File: src/rtl/spi_master_engine.sv
module spi_master_engine #(
  parameter int FRAME_W = 8,
  parameter int SEL_W   = 8,
  parameter int DIV_W   = 8
) (
  input  logic               clk,
  input  logic               rst_n,
  input  logic               en,
  input  logic [1:0]         mode,
  input  logic               hold_sel,
  input  logic [DIV_W-1:0]   clk_div,
  input  logic [SEL_W-1:0]   sel_mask,
  input  logic               tx_empty,
  input  logic [FRAME_W-1:0] tx_data,
  input  logic               tx_last,
  output logic               tx_pop,
  output logic               rx_push,
  output logic [FRAME_W-1:0] rx_data,
  output logic               sclk,
  output logic               mosi,
  input  logic               miso,
  output logic [SEL_W-1:0]   ss_n,
  output logic               oe,
  output logic               busy,
  output logic               done
);

  localparam int PH_W = $clog2(2*FRAME_W + 1);
  localparam logic [PH_W-1:0] PH_END = PH_W'(2*FRAME_W);

  typedef enum logic [1:0] {S_IDLE, S_XFER, S_WAIT, S_GAP} st_t;

  st_t                st;
  logic [DIV_W-1:0]   cnt;
  logic [PH_W-1:0]    ph;
  logic [FRAME_W-1:0] txsh, rxsh;
  logic               last_q;

  wire cpol      = mode[1];
  wire cpha      = mode[0];
  wire tick      = (cnt == clk_div);
  wire frame_end = (st == S_XFER) && tick && (ph == PH_END);
  wire chain     = frame_end && !tx_empty && !last_q && (hold_sel || cpha);
  wire start     = !tx_empty && (st == S_IDLE || st == S_WAIT);
  wire edge_t    = (st == S_XFER) && tick && (ph != PH_END);
  wire lead      = edge_t && !ph[0];
  wire trail     = edge_t && ph[0];
  wire do_shift  = cpha ? (lead && ph != '0) : trail;
  wire do_samp   = cpha ? trail : lead;
  wire ss_on     = en && (st == S_XFER || st == S_WAIT);

  assign tx_pop  = en && (start || chain);
  assign rx_push = en && frame_end;
  assign done    = rx_push && last_q;
  assign rx_data = rxsh;
  assign busy    = (st == S_XFER);
  assign oe      = ss_on;
  assign ss_n    = ss_on ? ~sel_mask : '1;
  assign sclk    = en && (cpol ^ ((st == S_XFER) && ph[0]));
  assign mosi    = ss_on && txsh[FRAME_W-1];

  always_ff @(posedge clk or negedge rst_n) begin
    if (!rst_n) begin
      st     <= S_IDLE;
      cnt    <= '0;
      ph     <= '0;
      txsh   <= '0;
      rxsh   <= '0;
      last_q <= 1'b0;
    end else if (!en) begin
      st  <= S_IDLE;
      cnt <= '0;
      ph  <= '0;
    end else begin
      if (tx_pop) begin
        txsh   <= tx_data;
        last_q <= tx_last;
        ph     <= '0;
        cnt    <= '0;
        st     <= S_XFER;
      end else begin
        cnt <= tick ? '0 : cnt + 1'b1;
        case (st)
          S_XFER: if (tick) begin
            if (frame_end) st <= (!last_q && hold_sel) ? S_WAIT : S_GAP;
            else           ph <= ph + 1'b1;
          end
          S_GAP:  if (tick) st <= S_IDLE;
          default: ;
        endcase
        if (do_shift) txsh <= {txsh[FRAME_W-2:0], 1'b0};
      end
      if (do_samp) rxsh <= {rxsh[FRAME_W-2:0], miso};
    end
  end

  a_r10_no_pop_when_empty: assert property (@(posedge clk) disable iff (!rst_n)
    tx_pop |-> !tx_empty);

  a_r11_done_with_push: assert property (@(posedge clk) disable iff (!rst_n)
    done |-> (rx_push && busy));

  a_r4_select_matches_mask: assert property (@(posedge clk) disable iff (!rst_n)
    oe |-> (ss_n == ~sel_mask));

  a_r3_clock_rests_at_polarity: assert property (@(posedge clk) disable iff (!rst_n)
    (en && !busy) |-> (sclk == mode[1]));

  a_r1_phase_in_range: assert property (@(posedge clk) disable iff (!rst_n)
    ph <= PH_END);

  a_r7_hold_keeps_select: assert property (@(posedge clk) disable iff (!rst_n)
    (en && $past(en) && hold_sel && $past(hold_sel) && $past(oe) && !$past(done)) |-> oe);

  a_r9_disabled_quiet: assert property (@(posedge clk) disable iff (!rst_n)
    !en |-> (!oe && !tx_pop && !rx_push));

endmodule

File: config.mk
export PLATFORM = sky130hd
export DESIGN_NAME = spi_master_engine
export DESIGN_NICKNAME = d
export VERILOG_FILES = /design/src/rtl/spi_master_engine.sv
export SDC_FILE = /design/constraint.sdc
export NUM_CORES = 1
export LEC_CHECK = 0
export BUFFER_PORTS_ARGS = -buffer_cell sky130_fd_sc_hd__buf_2
export CAP_MARGIN = 30
export CELL_PAD_IN_SITES_DETAIL_PLACEMENT = 0
export CELL_PAD_IN_SITES_GLOBAL_PLACEMENT = 1
export CORE_AREA = 3 3 72 74
export CTS_CLUSTER_SIZE = 12
export DETAILED_ROUTE_END_ITERATION = 8
export DIE_AREA = 0 0 75 77
export PLACE_DENSITY_LB_ADDON = 0.1
export SKIP_LAST_GASP = 1
export SLEW_MARGIN = 20
export SYNTH_ARGS = -nofsm -noshare
export SYNTH_HDL_FRONTEND = slang
export SYNTH_SLANG_ARGS = --single-unit
File: constraint.sdc
create_clock -name clk -period 4.8 [get_ports clk]
set_input_delay 0.48 -clock clk [delete_from_list [all_inputs] [get_ports clk]]
set_output_delay 0.48 -clock clk [all_outputs]
set_load 0.005 [all_outputs]
==> flow_results.xml, run 1 <==
<?xml version="1.0" encoding="UTF-8"?>
<metrics>
  <group name="critical_path">
    <metric name="setup.reg_to_reg.worst_slack" unit="ns">2.27</metric>
    <metric name="r2r_end" unit="">txsh[3]</metric>
    <metric name="critical_path.endpoint_type" unit="">output port</metric>
    <metric name="startpoint_type" unit="">flop</metric>
    <metric name="r2r.worst_path.cells" unit="">7</metric>
    <metric name="cp_max_fo" unit="">8</metric>
    <metric name="path_type_of_the_worst_setup_path" unit="">reg2out</metric>
    <metric name="critPathLaunch" unit="">ph[0]</metric>
    <metric name="required_time_of_the_critical_path" unit="ns">4.32</metric>
    <metric name="cp_data_arrival_time" unit="ns">2.66</metric>
    <metric name="worstSetupEndpoint" unit="">tx_pop</metric>
    <metric name="worstReg2RegStart" unit="">ph[0]</metric>
  </group>
  <group name="drt">
    <metric name="routed-wl-met3" unit="µm">316</metric>
    <metric name="route.detailed.wl_per_inst" unit="µm">14.7</metric>
    <metric name="routed_via_density" unit="">5.26</metric>
    <metric name="drt_drc_violations_left" unit="">0</metric>
    <metric name="highest-signal-layer" unit="">met4</metric>
    <metric name="met2RoutedLength" unit="µm">1930</metric>
    <metric name="first_pass_iters" unit="">4</metric>
    <metric name="wl_met1" unit="µm">1870</metric>
    <metric name="via_count" unit="">1498</metric>
    <metric name="drt_wl_total" unit="µm">4200</metric>
    <metric name="drt.antenna.violating_nets" unit="">0</metric>
    <metric name="detailedRoute.firstIterationViolations" unit="">122</metric>
  </group>
  <group name="power_and_ir_drop">
    <metric name="power.internal" unit="W">0.000430</metric>
    <metric name="p_per_area" unit="nW/µm²">268</metric>
    <metric name="comb_power_share" unit="">0.141</metric>
    <metric name="clkPwrFrac" unit="">0.356</metric>
    <metric name="sw_frac_of_total" unit="">0.278</metric>
    <metric name="power.leakage" unit="nW">1.09</metric>
    <metric name="worst_ir_drop_vdd" unit="mV">0.146</metric>
    <metric name="seq_power_share" unit="">0.504</metric>
    <metric name="switching_power" unit="W">0.000166</metric>
  </group>
  <group name="sta">
    <metric name="skew" unit="ns">0.0102</metric>
    <metric name="worst_slew_pin_slew" unit="ns">0.724</metric>
    <metric name="fmaxAchievable" unit="GHz">0.319</metric>
    <metric name="setup_tns" unit="ns">0</metric>
    <metric name="timing.slew.headroom" unit="">0.518</metric>
    <metric name="finalSetupViolations" unit="">0</metric>
    <metric name="min_period" unit="ns">3.14</metric>
    <metric name="report.final.hold_viol_count" unit="">0</metric>
    <metric name="whs" unit="ns">0.249</metric>
    <metric name="period_share" unit="">0.653</metric>
    <metric name="slew_viol_final" unit="">0</metric>
    <metric name="setup_repair_after_global_routing_missed_its_margin" unit="">false</metric>
  </group>
  <group name="floorplanning">
    <metric name="dieHeight" unit="µm">77</metric>
    <metric name="num_rows" unit="">25</metric>
    <metric name="start_util" unit="">0.390</metric>
    <metric name="core_area" unit="µm²">4660</metric>
    <metric name="die_area" unit="µm²">5780</metric>
    <metric name="num_io_pins" unit="">56</metric>
    <metric name="die_width" unit="µm">75</metric>
  </group>
  <group name="global_routing">
    <metric name="grt_pass1_wl" unit="µm">6780</metric>
    <metric name="grtUsageTotal" unit="">0.155</metric>
    <metric name="grt_pass1_vias" unit="">1498</metric>
    <metric name="grt_antenna_before_repair" unit="">0</metric>
    <metric name="sum_of_overflow_across_all_layers_after_global_routing" unit="">0</metric>
    <metric name="grt_max_degree" unit="">33</metric>
  </group>
  <group name="place">
    <metric name="gp_routability_congestion" unit="">0.885</metric>
    <metric name="hpwl_dp" unit="µm">3200</metric>
    <metric name="numPortBuffers" unit="">55</metric>
  </group>
  <group name="final_layout">
    <metric name="ratio_of_cells_with_drive_above_1_in_the_final_layout" unit="">0.342</metric>
    <metric name="final_net_count" unit="">270</metric>
    <metric name="insertedDiodeCount" unit="">0</metric>
    <metric name="nFillCells" unit="">453</metric>
    <metric name="area_delta_synth_final" unit="%">22.5</metric>
  </group>
  <group name="clock_tree">
    <metric name="clk_path_buf_depth" unit="">2</metric>
    <metric name="postCtsResizedCells" unit="">0</metric>
    <metric name="cts_max_level" unit="">2</metric>
    <metric name="cts_inserted_buffers" unit="">5</metric>
    <metric name="clock_insertion_delay_worst_skew" unit="ns">0.29</metric>
    <metric name="tritoncts" unit="">built</metric>
    <metric name="clockRootBuffer" unit="">sky130_fd_sc_hd__clkbuf_8</metric>
    <metric name="post_cts.repair.setup_buffers" unit="">0</metric>
    <metric name="cts_hold_buf" unit="">0</metric>
    <metric name="cts_sinks" unit="">32</metric>
    <metric name="clk_transition_reported_paths" unit="ns">0.07</metric>
  </group>
  <group name="yosys">
    <metric name="syn_inst" unit="">175</metric>
    <metric name="post_synth_num_cell_types" unit="">37</metric>
    <metric name="synth_ff_type" unit="">sky130_fd_sc_hd__dfrtp_1</metric>
    <metric name="ys.warnings.count" unit="">0</metric>
    <metric name="synth_async_sr_flop_share" unit="">1.00</metric>
    <metric name="postSynthAreaPerCell" unit="µm²">10.4</metric>
    <metric name="synth.ff_latch_count" unit="">32</metric>
    <metric name="number_of_enable_type_register_cells_in_the_synthesized_netlist" unit="">0</metric>
    <metric name="synth_fp_nets" unit="">215</metric>
    <metric name="synth-seq-area-share" unit="">0.441</metric>
    <metric name="synth.cell_area" unit="µm²">1820</metric>
  </group>
  <group name="run">
    <metric name="cap_viol_max_count" unit="">0</metric>
  </group>
  <group name="run_status">
    <metric name="result_of_the_run" unit="">completed</metric>
  </group>
  <group name="hold_path">
    <metric name="hp-class" unit="">in2async</metric>
  </group>
</metrics>
==> Yosys cell counts (4+ instances only) <==
cell                       number  area share
sky130_fd_sc_hd__a221o_1        7       0.039
sky130_fd_sc_hd__and3_1         4       0.014
sky130_fd_sc_hd__dfrtp_1       32        0.44
sky130_fd_sc_hd__inv_1          6       0.012
sky130_fd_sc_hd__xnor2_1       15       0.072
sky130_fd_sc_hd__ha_1           7       0.048
sky130_fd_sc_hd__clkbuf_1       6       0.012
sky130_fd_sc_hd__nor3_1         5       0.014
sky130_fd_sc_hd__nand2_1       14       0.029
sky130_fd_sc_hd__mux2_2         8       0.050
sky130_fd_sc_hd__nand3_1        9       0.025
sky130_fd_sc_hd__nor2_1        18       0.037
sky130_fd_sc_hd__xor2_1         5       0.024
sky130_fd_sc_hd__and2_1         6       0.021
sky130_fd_sc_hd__o21a_1         6       0.025
==> layer usage <==
metal	GRT usage	vias to the layer above
met4	0.0747	0
met3	0.0472	8
met1	0.195	694
met2	0.236	64
met5	0	-
li1	-	732
==> cell type report <==
cell class                 count  area, µm²  share of cell area
clock buffer                   5       68.8              0.0309
clock inverter                 3       23.8              0.0107
inverter                       6       22.5              0.0101
multi-input combinational    130        966               0.434
sequential                    32        801               0.360
tap                           54       67.6              0.0304
timing repair buffer          55        275               0.124
==> through the flow <==
stage,cells,instance area [µm²],total power [W],worst slack (ns),util
floorplan,175,1820,0.000351,2.43,-
global placement,277,2130,0.000387,2.11,0.457
detailed placement,277,2130,0.000390,1.96,0.457
CTS,285,2220,0.000608,1.64,0.477
global route,285,2220,0.000632,1.49,0.477
finish,285,2220,0.000596,1.66,0.477
==> how the worst min path moves through the flow <==
stage                     cells after the start    endpoint     from  slack [ns]
after floorplan                               0      cnt[0]    rst_n        0.18
after global placement                        1     txsh[0]  txsh[0]        0.49
after detailed placement                      1     txsh[0]  txsh[0]        0.50
after CTS                                     1       st[0]    rst_n        0.28
after global routing                          1  rx_data[6]    rst_n        0.30
final                                         1       st[0]    rst_n        0.25
==> worst max-delay path: stages (launching register included) <==
cell and delay, ns:
sky130_fd_sc_hd__dfrtp_1 0.47, sky130_fd_sc_hd__inv_1 0.11, sky130_fd_sc_hd__ha_1 0.17, sky130_fd_sc_hd__nand4bb_1 0.29
sky130_fd_sc_hd__or4_4 0.63, sky130_fd_sc_hd__o41ai_4 0.50, sky130_fd_sc_hd__buf_2 0.20
==> power groups by stage <==
stage                     combinational, W  sequential [W]  clock, W
final                            0.0000840        0.000300  0.000212
after global routing             0.0000944        0.000302  0.000236
after CTS                        0.0000855        0.000300  0.000222
after detailed placement         0.0000848        0.000305         0
after global placement           0.0000826        0.000304         0
after floorplan                  0.0000501        0.000301         0
==> layout by cell type, fill, tap and decap left out, types with 2 or more instances in the layout <==
| cell type | n |
|---|---|
| sky130_fd_sc_hd__nor4_1 | 2 |
| sky130_fd_sc_hd__buf_2 | 55 |
| sky130_fd_sc_hd__o21a_1 | 6 |
| sky130_fd_sc_hd__a221o_1 | 7 |
| sky130_fd_sc_hd__ha_1 | 7 |
| sky130_fd_sc_hd__mux2_2 | 8 |
| sky130_fd_sc_hd__nand2_1 | 14 |
| sky130_fd_sc_hd__mux2i_1 | 2 |
| sky130_fd_sc_hd__clkinvlp_4 | 2 |
| sky130_fd_sc_hd__a21oi_1 | 2 |
| sky130_fd_sc_hd__nor3_1 | 5 |
| sky130_fd_sc_hd__inv_1 | 6 |
| sky130_fd_sc_hd__nand4_2 | 2 |
| sky130_fd_sc_hd__clkbuf_8 | 5 |
| sky130_fd_sc_hd__and3_1 | 4 |
| sky130_fd_sc_hd__xnor2_1 | 15 |
| sky130_fd_sc_hd__nor2_1 | 18 |
| sky130_fd_sc_hd__nand3_1 | 9 |
| sky130_fd_sc_hd__and2_1 | 6 |
| sky130_fd_sc_hd__dfrtp_1 | 32 |
| sky130_fd_sc_hd__nand4_1 | 2 |
| sky130_fd_sc_hd__xor2_1 | 5 |
==> state kept, by name, indices dropped and copies added, names as in the netlist <==
signal and flops:
cnt 8, ph 5, rx_data 8, last_q 1
st 2, txsh 8
==> cells by family (layout without fill, tap and decap cells) <==
group,Yosys count,in the layout,synth area share
AND/OR/NAND/NOR,68,68,0.202
flip-flops,32,32,0.441
AO/OA/AOI/OAI,25,25,0.125
XOR/XNOR,20,20,0.0964
buffers and inverters,13,69,0.0275
multiplexers,10,10,0.0606
adder cells (fa/ha/maj),7,7,0.0482
Note: power is estimated with default switching activity, not from simulation.
==> run 2, diff against run 1 <==
CORE_AREA = 3 3 77 79   (was 3 3 72 74)
DIE_AREA = 0 0 80 82   (was 0 0 75 77)
clock period = 2.75 ns   (was 4.8 ns; I/O delays follow)
==> run 2 against run 1 <==
Compared with the run above:
- worst setup slack lost 1.5 ns
- first-iteration DRC count shrank 47%
- sequential power grew 75%
- core utilization shrank 6.0 points
- clock power grew 66%
==> flow_results.xml, run 2 (synthesized netlist as in run 1, its figures left out) <==
<?xml version="1.0" encoding="UTF-8"?>
<metrics>
  <group name="place">
    <metric name="hpwl_dp" unit="µm">3270</metric>
    <metric name="gp_routability_congestion" unit="">0.879</metric>
    <metric name="numPortBuffers" unit="">55</metric>
  </group>
  <group name="drt">
    <metric name="drt_drc_violations_left" unit="">0</metric>
    <metric name="drt.antenna.violating_nets" unit="">0</metric>
    <metric name="route.detailed.wl_per_inst" unit="µm">13.9</metric>
    <metric name="via_count" unit="">1519</metric>
    <metric name="detailedRoute.firstIterationViolations" unit="">65</metric>
    <metric name="routed_via_density" unit="">4.98</metric>
    <metric name="drt_wl_total" unit="µm">4240</metric>
    <metric name="first_pass_iters" unit="">4</metric>
  </group>
  <group name="power_and_ir_drop">
    <metric name="power.leakage" unit="nW">1.10</metric>
    <metric name="p_per_area" unit="nW/µm²">454</metric>
    <metric name="worst_ir_drop_vdd" unit="mV">0.251</metric>
  </group>
  <group name="floorplanning">
    <metric name="die_width" unit="µm">80</metric>
    <metric name="dieHeight" unit="µm">82</metric>
    <metric name="die_area" unit="µm²">6560</metric>
    <metric name="core_area" unit="µm²">5410</metric>
    <metric name="num_rows" unit="">27</metric>
    <metric name="start_util" unit="">0.336</metric>
    <metric name="num_io_pins" unit="">56</metric>
  </group>
  <group name="critical_path">
    <metric name="setup.reg_to_reg.worst_slack" unit="ns">0.49</metric>
    <metric name="required_time_of_the_critical_path" unit="ns">2.48</metric>
    <metric name="path_type_of_the_worst_setup_path" unit="">reg2out</metric>
    <metric name="r2r.worst_path.cells" unit="">7</metric>
    <metric name="crit_path_max_incr_delay" unit="ns">0.55</metric>
    <metric name="startpoint_type" unit="">flop</metric>
    <metric name="crit_path_cell_trace" unit="">inv_1, ha_1, nand4bb_1, or4_4, o41ai_4, buf_2</metric>
    <metric name="critical_path.endpoint_type" unit="">output port</metric>
    <metric name="cp_data_arrival_time" unit="ns">2.35</metric>
    <metric name="worstReg2RegStart" unit="">ph[0]</metric>
    <metric name="cp_max_fo" unit="">7</metric>
    <metric name="r2r_end" unit="">txsh[1]</metric>
    <metric name="worst_path_max_delay_cell" unit="">sky130_fd_sc_hd__or4_4</metric>
  </group>
  <group name="clock_tree">
    <metric name="cts_hold_buf" unit="">0</metric>
    <metric name="clockRootBuffer" unit="">sky130_fd_sc_hd__clkbuf_8</metric>
    <metric name="clk_path_buf_depth" unit="">2</metric>
    <metric name="tritoncts" unit="">built</metric>
    <metric name="clock_insertion_delay_worst_skew" unit="ns">0.28</metric>
    <metric name="cts_inserted_buffers" unit="">5</metric>
    <metric name="post_cts.repair.setup_buffers" unit="">0</metric>
    <metric name="cts_sinks" unit="">32</metric>
    <metric name="postCtsResizedCells" unit="">0</metric>
    <metric name="clk_transition_reported_paths" unit="ns">0.07</metric>
    <metric name="cts_max_level" unit="">2</metric>
  </group>
  <group name="sta">
    <metric name="period_share" unit="">0.954</metric>
    <metric name="setup_repair_after_global_routing_missed_its_margin" unit="">false</metric>
    <metric name="report.final.hold_viol_count" unit="">0</metric>
    <metric name="setup_tns" unit="ns">0</metric>
    <metric name="timing.slew.headroom" unit="">0.526</metric>
    <metric name="slew_viol_final" unit="">0</metric>
    <metric name="worst_slew_pin_slew" unit="ns">0.711</metric>
    <metric name="fmaxAchievable" unit="GHz">0.381</metric>
    <metric name="skew" unit="ns">0.00283</metric>
    <metric name="whs" unit="ns">0.0408</metric>
    <metric name="finalSetupViolations" unit="">0</metric>
    <metric name="min_period" unit="ns">2.62</metric>
  </group>
  <group name="hold_path">
    <metric name="hp-class" unit="">in2async</metric>
  </group>
  <group name="final_layout">
    <metric name="most-common-layout-cells" unit="">sky130_fd_sc_hd__buf_2, sky130_fd_sc_hd__dfrtp_1, sky130_fd_sc_hd__nor2_1</metric>
    <metric name="multi_input_gate_area_in_the_final_layout" unit="µm²">966</metric>
    <metric name="insertedDiodeCount" unit="">0</metric>
    <metric name="regArea" unit="µm²">801</metric>
    <metric name="ratio_of_cells_with_drive_above_1_in_the_final_layout" unit="">0.348</metric>
    <metric name="area_delta_synth_final" unit="%">24.2</metric>
    <metric name="layout.cells.most_common" unit="">sky130_fd_sc_hd__buf_2</metric>
    <metric name="nFillCells" unit="">555</metric>
    <metric name="final_net_count" unit="">272</metric>
  </group>
  <group name="run_status">
    <metric name="result_of_the_run" unit="">completed</metric>
  </group>
  <group name="global_routing">
    <metric name="grt_max_degree" unit="">33</metric>
    <metric name="grtUsageTotal" unit="">0.140</metric>
    <metric name="grt_antenna_before_repair" unit="">0</metric>
    <metric name="grt_pass1_vias" unit="">1533</metric>
    <metric name="sum_of_overflow_across_all_layers_after_global_routing" unit="">0</metric>
    <metric name="grt_pass1_wl" unit="µm">7150</metric>
  </group>
  <group name="run">
    <metric name="cap_viol_max_count" unit="">0</metric>
  </group>
</metrics>
-- run 2: worst max path at each step --
stage / from / to / slack [ns] / cells after the start
finish: ph[0] / tx_pop / 0.13 / 6
global route: ph[0] / tx_pop / 0.02 / 6
CTS: ph[0] / tx_pop / 0.11 / 6
detailed placement: ph[0] / tx_pop / 0.44 / 6
global placement: ph[0] / tx_pop / 0.48 / 6
floorplan: ph[0] / txsh[3] / 0.52 / 9
-- run 2: report_power, final --
group / total [W] / switching [W] / internal (W)
logic: 0.000146 / 0.0000746 / 0.0000719
clock network: 0.000352 / 0.000176 / 0.000176
registers: 0.000525 / 0.0000243 / 0.000501
-- run 2: area by class of cell --
type                            count  share of cell area
Multi-Input combinational cell    130               0.428
Sequential cell                    32               0.355
Timing Repair Buffer               57               0.129
Tap cell                           72              0.0399
Clock buffer                        5              0.0305
Inverter                            6             0.00998
Clock inverter                      3             0.00831
-- run 2: stage by stage --
stage / instance area, µm² / utilization / total power (W) / std cells / setup WS (ns)
detailed placement: 2170 / 0.401 / 0.000682 / 297 / 0.436
global route: 2260 / 0.418 / 0.00108 / 305 / 0.0222
global placement: 2170 / 0.401 / 0.000679 / 297 / 0.478
finish: 2260 / 0.418 / 0.00102 / 305 / 0.126
CTS: 2260 / 0.418 / 0.00104 / 305 / 0.115
floorplan: 1820 / - / 0.000613 / 175 / 0.524
-- run 2: worst max-delay path: cells and delay by family (launching register included) --
family                     cells  cell delay (ns)
and+or+nand+nor                2             0.68
DFF                            1             0.47
AOI/OAI and AO/OA              1             0.46
buffers and inverters          2             0.30
adders and majority gates      1             0.16
-- run 2: layer usage --
layer  GRT usage  part of all wire
met1       0.173              0.45
met2       0.237              0.46
met3      0.0384             0.074
met4      0.0456             0.012
met5           0                 0
==> run 3, diff against run 2 <==
CORE_AREA = 3 3 76 78   (was 3 3 77 79)
CTS_BUF_LIST = sky130_fd_sc_hd__clkbuf_4   (was unset)
DIE_AREA = 0 0 79 81   (was 0 0 80 82)
SLEW_MARGIN = 5   (was 20)
==> run 3 against run 2 <==
Compared with the run above:
- combinational power about the same
- register-to-register slack better by 0.06 ns
- routed wire length up 1.4%
- count of clock-buffer cells in the layout unchanged
- largest power group unchanged
- via count unchanged
- highest routed layer unchanged
- the flow now finishes with violations (negative hold slack)
- first-iteration DRC count up 37%
- fmax up 4.1%
==> flow_results.xml, run 3 (synthesized netlist as in run 1, its figures left out) <==
<?xml version="1.0" encoding="UTF-8"?>
<metrics>
  <group name="critical_path">
    <metric name="startpoint_type" unit="">flop</metric>
    <metric name="setup.reg_to_reg.worst_slack" unit="ns">0.55</metric>
    <metric name="cp_max_fo" unit="">7</metric>
    <metric name="cp_data_arrival_time" unit="ns">2.24</metric>
    <metric name="critical_path.endpoint_type" unit="">output port</metric>
    <metric name="required_time_of_the_critical_path" unit="ns">2.48</metric>
    <metric name="worstReg2RegStart" unit="">ph[0]</metric>
    <metric name="r2r.worst_path.cells" unit="">8</metric>
    <metric name="path_type_of_the_worst_setup_path" unit="">reg2out</metric>
    <metric name="critPathLaunch" unit="">ph[0]</metric>
    <metric name="r2r_end" unit="">txsh[3]</metric>
  </group>
  <group name="sta">
    <metric name="worst_slew_pin_slew" unit="ns">0.721</metric>
    <metric name="setup_tns" unit="ns">0</metric>
    <metric name="layout_setup_ws" unit="ns">0.230</metric>
    <metric name="slew_viol_final" unit="">0</metric>
    <metric name="timing.slew.headroom" unit="">0.519</metric>
    <metric name="whs" unit="ns">-0.0200</metric>
    <metric name="report.final.hold_viol_count" unit="">31</metric>
    <metric name="period_share" unit="">0.916</metric>
    <metric name="finalSetupViolations" unit="">0</metric>
    <metric name="setup_repair_after_global_routing_missed_its_margin" unit="">false</metric>
    <metric name="skew" unit="ns">0.00817</metric>
    <metric name="min_period" unit="ns">2.52</metric>
    <metric name="fmaxAchievable" unit="GHz">0.397</metric>
  </group>
  <group name="floorplanning">
    <metric name="die_area" unit="µm²">6400</metric>
    <metric name="start_util" unit="">0.353</metric>
    <metric name="die_width" unit="µm">79</metric>
    <metric name="dieHeight" unit="µm">81</metric>
    <metric name="core_area" unit="µm²">5140</metric>
    <metric name="num_rows" unit="">26</metric>
    <metric name="num_io_pins" unit="">56</metric>
  </group>
  <group name="final_layout">
    <metric name="most-common-layout-cells" unit="">sky130_fd_sc_hd__buf_2, sky130_fd_sc_hd__dfrtp_1, sky130_fd_sc_hd__nor2_1</metric>
    <metric name="ratio_of_cells_with_drive_above_1_in_the_final_layout" unit="">0.350</metric>
    <metric name="multi_input_gate_area_in_the_final_layout" unit="µm²">966</metric>
    <metric name="nFillCells" unit="">537</metric>
    <metric name="layout.cells.most_common" unit="">sky130_fd_sc_hd__buf_2</metric>
    <metric name="final_cells" unit="">304</metric>
    <metric name="area_delta_synth_final" unit="%">23.1</metric>
    <metric name="final_net_count" unit="">273</metric>
    <metric name="regArea" unit="µm²">801</metric>
    <metric name="insertedDiodeCount" unit="">0</metric>
  </group>
  <group name="drt">
    <metric name="route.detailed.wl_per_inst" unit="µm">14.2</metric>
    <metric name="drt_drc_violations_left" unit="">0</metric>
    <metric name="drt.antenna.violating_nets" unit="">0</metric>
    <metric name="first_pass_iters" unit="">4</metric>
    <metric name="via_count" unit="">1519</metric>
    <metric name="detailedRoute.firstIterationViolations" unit="">89</metric>
    <metric name="drt_wl_total" unit="µm">4300</metric>
    <metric name="routed_via_density" unit="">5.00</metric>
  </group>
  <group name="global_routing">
    <metric name="grt_max_degree" unit="">33</metric>
    <metric name="sum_of_overflow_across_all_layers_after_global_routing" unit="">0</metric>
    <metric name="grt_pass1_wl" unit="µm">7070</metric>
    <metric name="grt_pass1_vias" unit="">1516</metric>
    <metric name="grt_antenna_before_repair" unit="">0</metric>
    <metric name="grtUsageTotal" unit="">0.140</metric>
  </group>
  <group name="clock_tree">
    <metric name="cts_hold_buf" unit="">0</metric>
    <metric name="clockRootBuffer" unit="">sky130_fd_sc_hd__clkbuf_4</metric>
    <metric name="cts_sinks" unit="">32</metric>
    <metric name="clock_insertion_delay_worst_skew" unit="ns">0.33</metric>
    <metric name="cts_inserted_buffers" unit="">5</metric>
    <metric name="tritoncts" unit="">built</metric>
    <metric name="clk_path_buf_depth" unit="">2</metric>
    <metric name="clk_transition_reported_paths" unit="ns">0.11</metric>
    <metric name="cts_max_level" unit="">2</metric>
  </group>
  <group name="power_and_ir_drop">
    <metric name="switching_power" unit="W">0.000278</metric>
    <metric name="power.leakage" unit="nW">1.08</metric>
    <metric name="sw_frac_of_total" unit="">0.292</metric>
    <metric name="power.internal" unit="W">0.000674</metric>
    <metric name="worst_ir_drop_vdd" unit="mV">0.250</metric>
    <metric name="seq_power_share" unit="">0.550</metric>
    <metric name="p_per_area" unit="nW/µm²">426</metric>
    <metric name="clkPwrFrac" unit="">0.293</metric>
    <metric name="comb_power_share" unit="">0.157</metric>
  </group>
  <group name="run">
    <metric name="cap_viol_max_count" unit="">0</metric>
  </group>
  <group name="place">
    <metric name="dp_worst_setup_slack" unit="ns">0.415</metric>
    <metric name="gp_routability_congestion" unit="">0.844</metric>
    <metric name="hpwl_dp" unit="µm">3270</metric>
    <metric name="numPortBuffers" unit="">55</metric>
    <metric name="dp_cells" unit="">295</metric>
  </group>
  <group name="hold_path">
    <metric name="hp-class" unit="">in2async</metric>
  </group>
  <group name="run_status">
    <metric name="violations" unit="">negative hold slack</metric>
    <metric name="result_of_the_run" unit="">complete, but fails checks</metric>
  </group>
</metrics>
-- run 3: cell types whose count changed in the layout (fill, tap and decap cells not counted) --
cell / change
sky130_fd_sc_hd__buf_4: +1
sky130_fd_sc_hd__clkbuf_8: -5
sky130_fd_sc_hd__clkinvlp_4: +2
sky130_fd_sc_hd__clkinv_2: -2
sky130_fd_sc_hd__clkbuf_4: +5
-- run 3: power by group through the flow --
stage / sequential (W) / combinational [W] / clock, W
CTS: 0.000523 / 0.000151 / 0.000293
floorplan: 0.000526 / 0.0000875 / 0
global route: 0.000529 / 0.000167 / 0.000319
detailed placement: 0.000533 / 0.000149 / 0
global placement: 0.000532 / 0.000147 / 0
finish: 0.000524 / 0.000149 / 0.000279
-- run 3: what timing repair did --
action | in CTS | in global routing
gates resized for setup | 0 | 0
endpoints found under the setup margin | 0 | 1
setup buffers | 0 | 1
-- run 3: layer usage --
metal  GRT usage  wire (µm)
met5           0          0
met4      0.0412         52
met3      0.0399        273
met2       0.240       2040
met1       0.173       1940
-- run 3: worst max-delay path, cell delays in order, from the launching register on --
cell	delay, ns
sky130_fd_sc_hd__dfrtp_1	0.49
sky130_fd_sc_hd__inv_1	0.09
sky130_fd_sc_hd__ha_1	0.16
sky130_fd_sc_hd__nand4bb_1	0.15
sky130_fd_sc_hd__or4_4	0.56
sky130_fd_sc_hd__o41ai_4	0.29
sky130_fd_sc_hd__buf_2	0.18
-- run 3: stage by stage --
stage	instance area [µm²]	hold WS, ns	util	power (W)
floorplan	1820	-0.0206	-	0.000613
global placement	2170	0.374	0.422	0.000679
detailed placement	2170	0.388	0.422	0.000682
CTS	2230	0.0103	0.434	0.000967
global route	2240	0.0325	0.435	0.00101
finish	2240	-0.0200	0.435	0.000952
-- run 3: layout make-up --
type,count,area share
tap,70,0.0392
multi-input combinational,130,0.432
sequential,32,0.358
clock inverter,3,0.0106
inverter,6,0.0101
clock buffer,5,0.0168
timing repair buffer,58,0.133
-- run 3: how the worst max path moves through the flow --
| stage | endpoint | slack (ns) | depth (start not counted) |
|---|---|---|---|
| detailed placement | tx_pop | 0.42 | 6 |
| CTS | tx_pop | 0.02 | 6 |
| finish | tx_pop | 0.23 | 6 |
| global route | done | 0.06 | 5 |
| global placement | tx_pop | 0.47 | 6 |
| floorplan | txsh[3] | 0.52 | 9 |
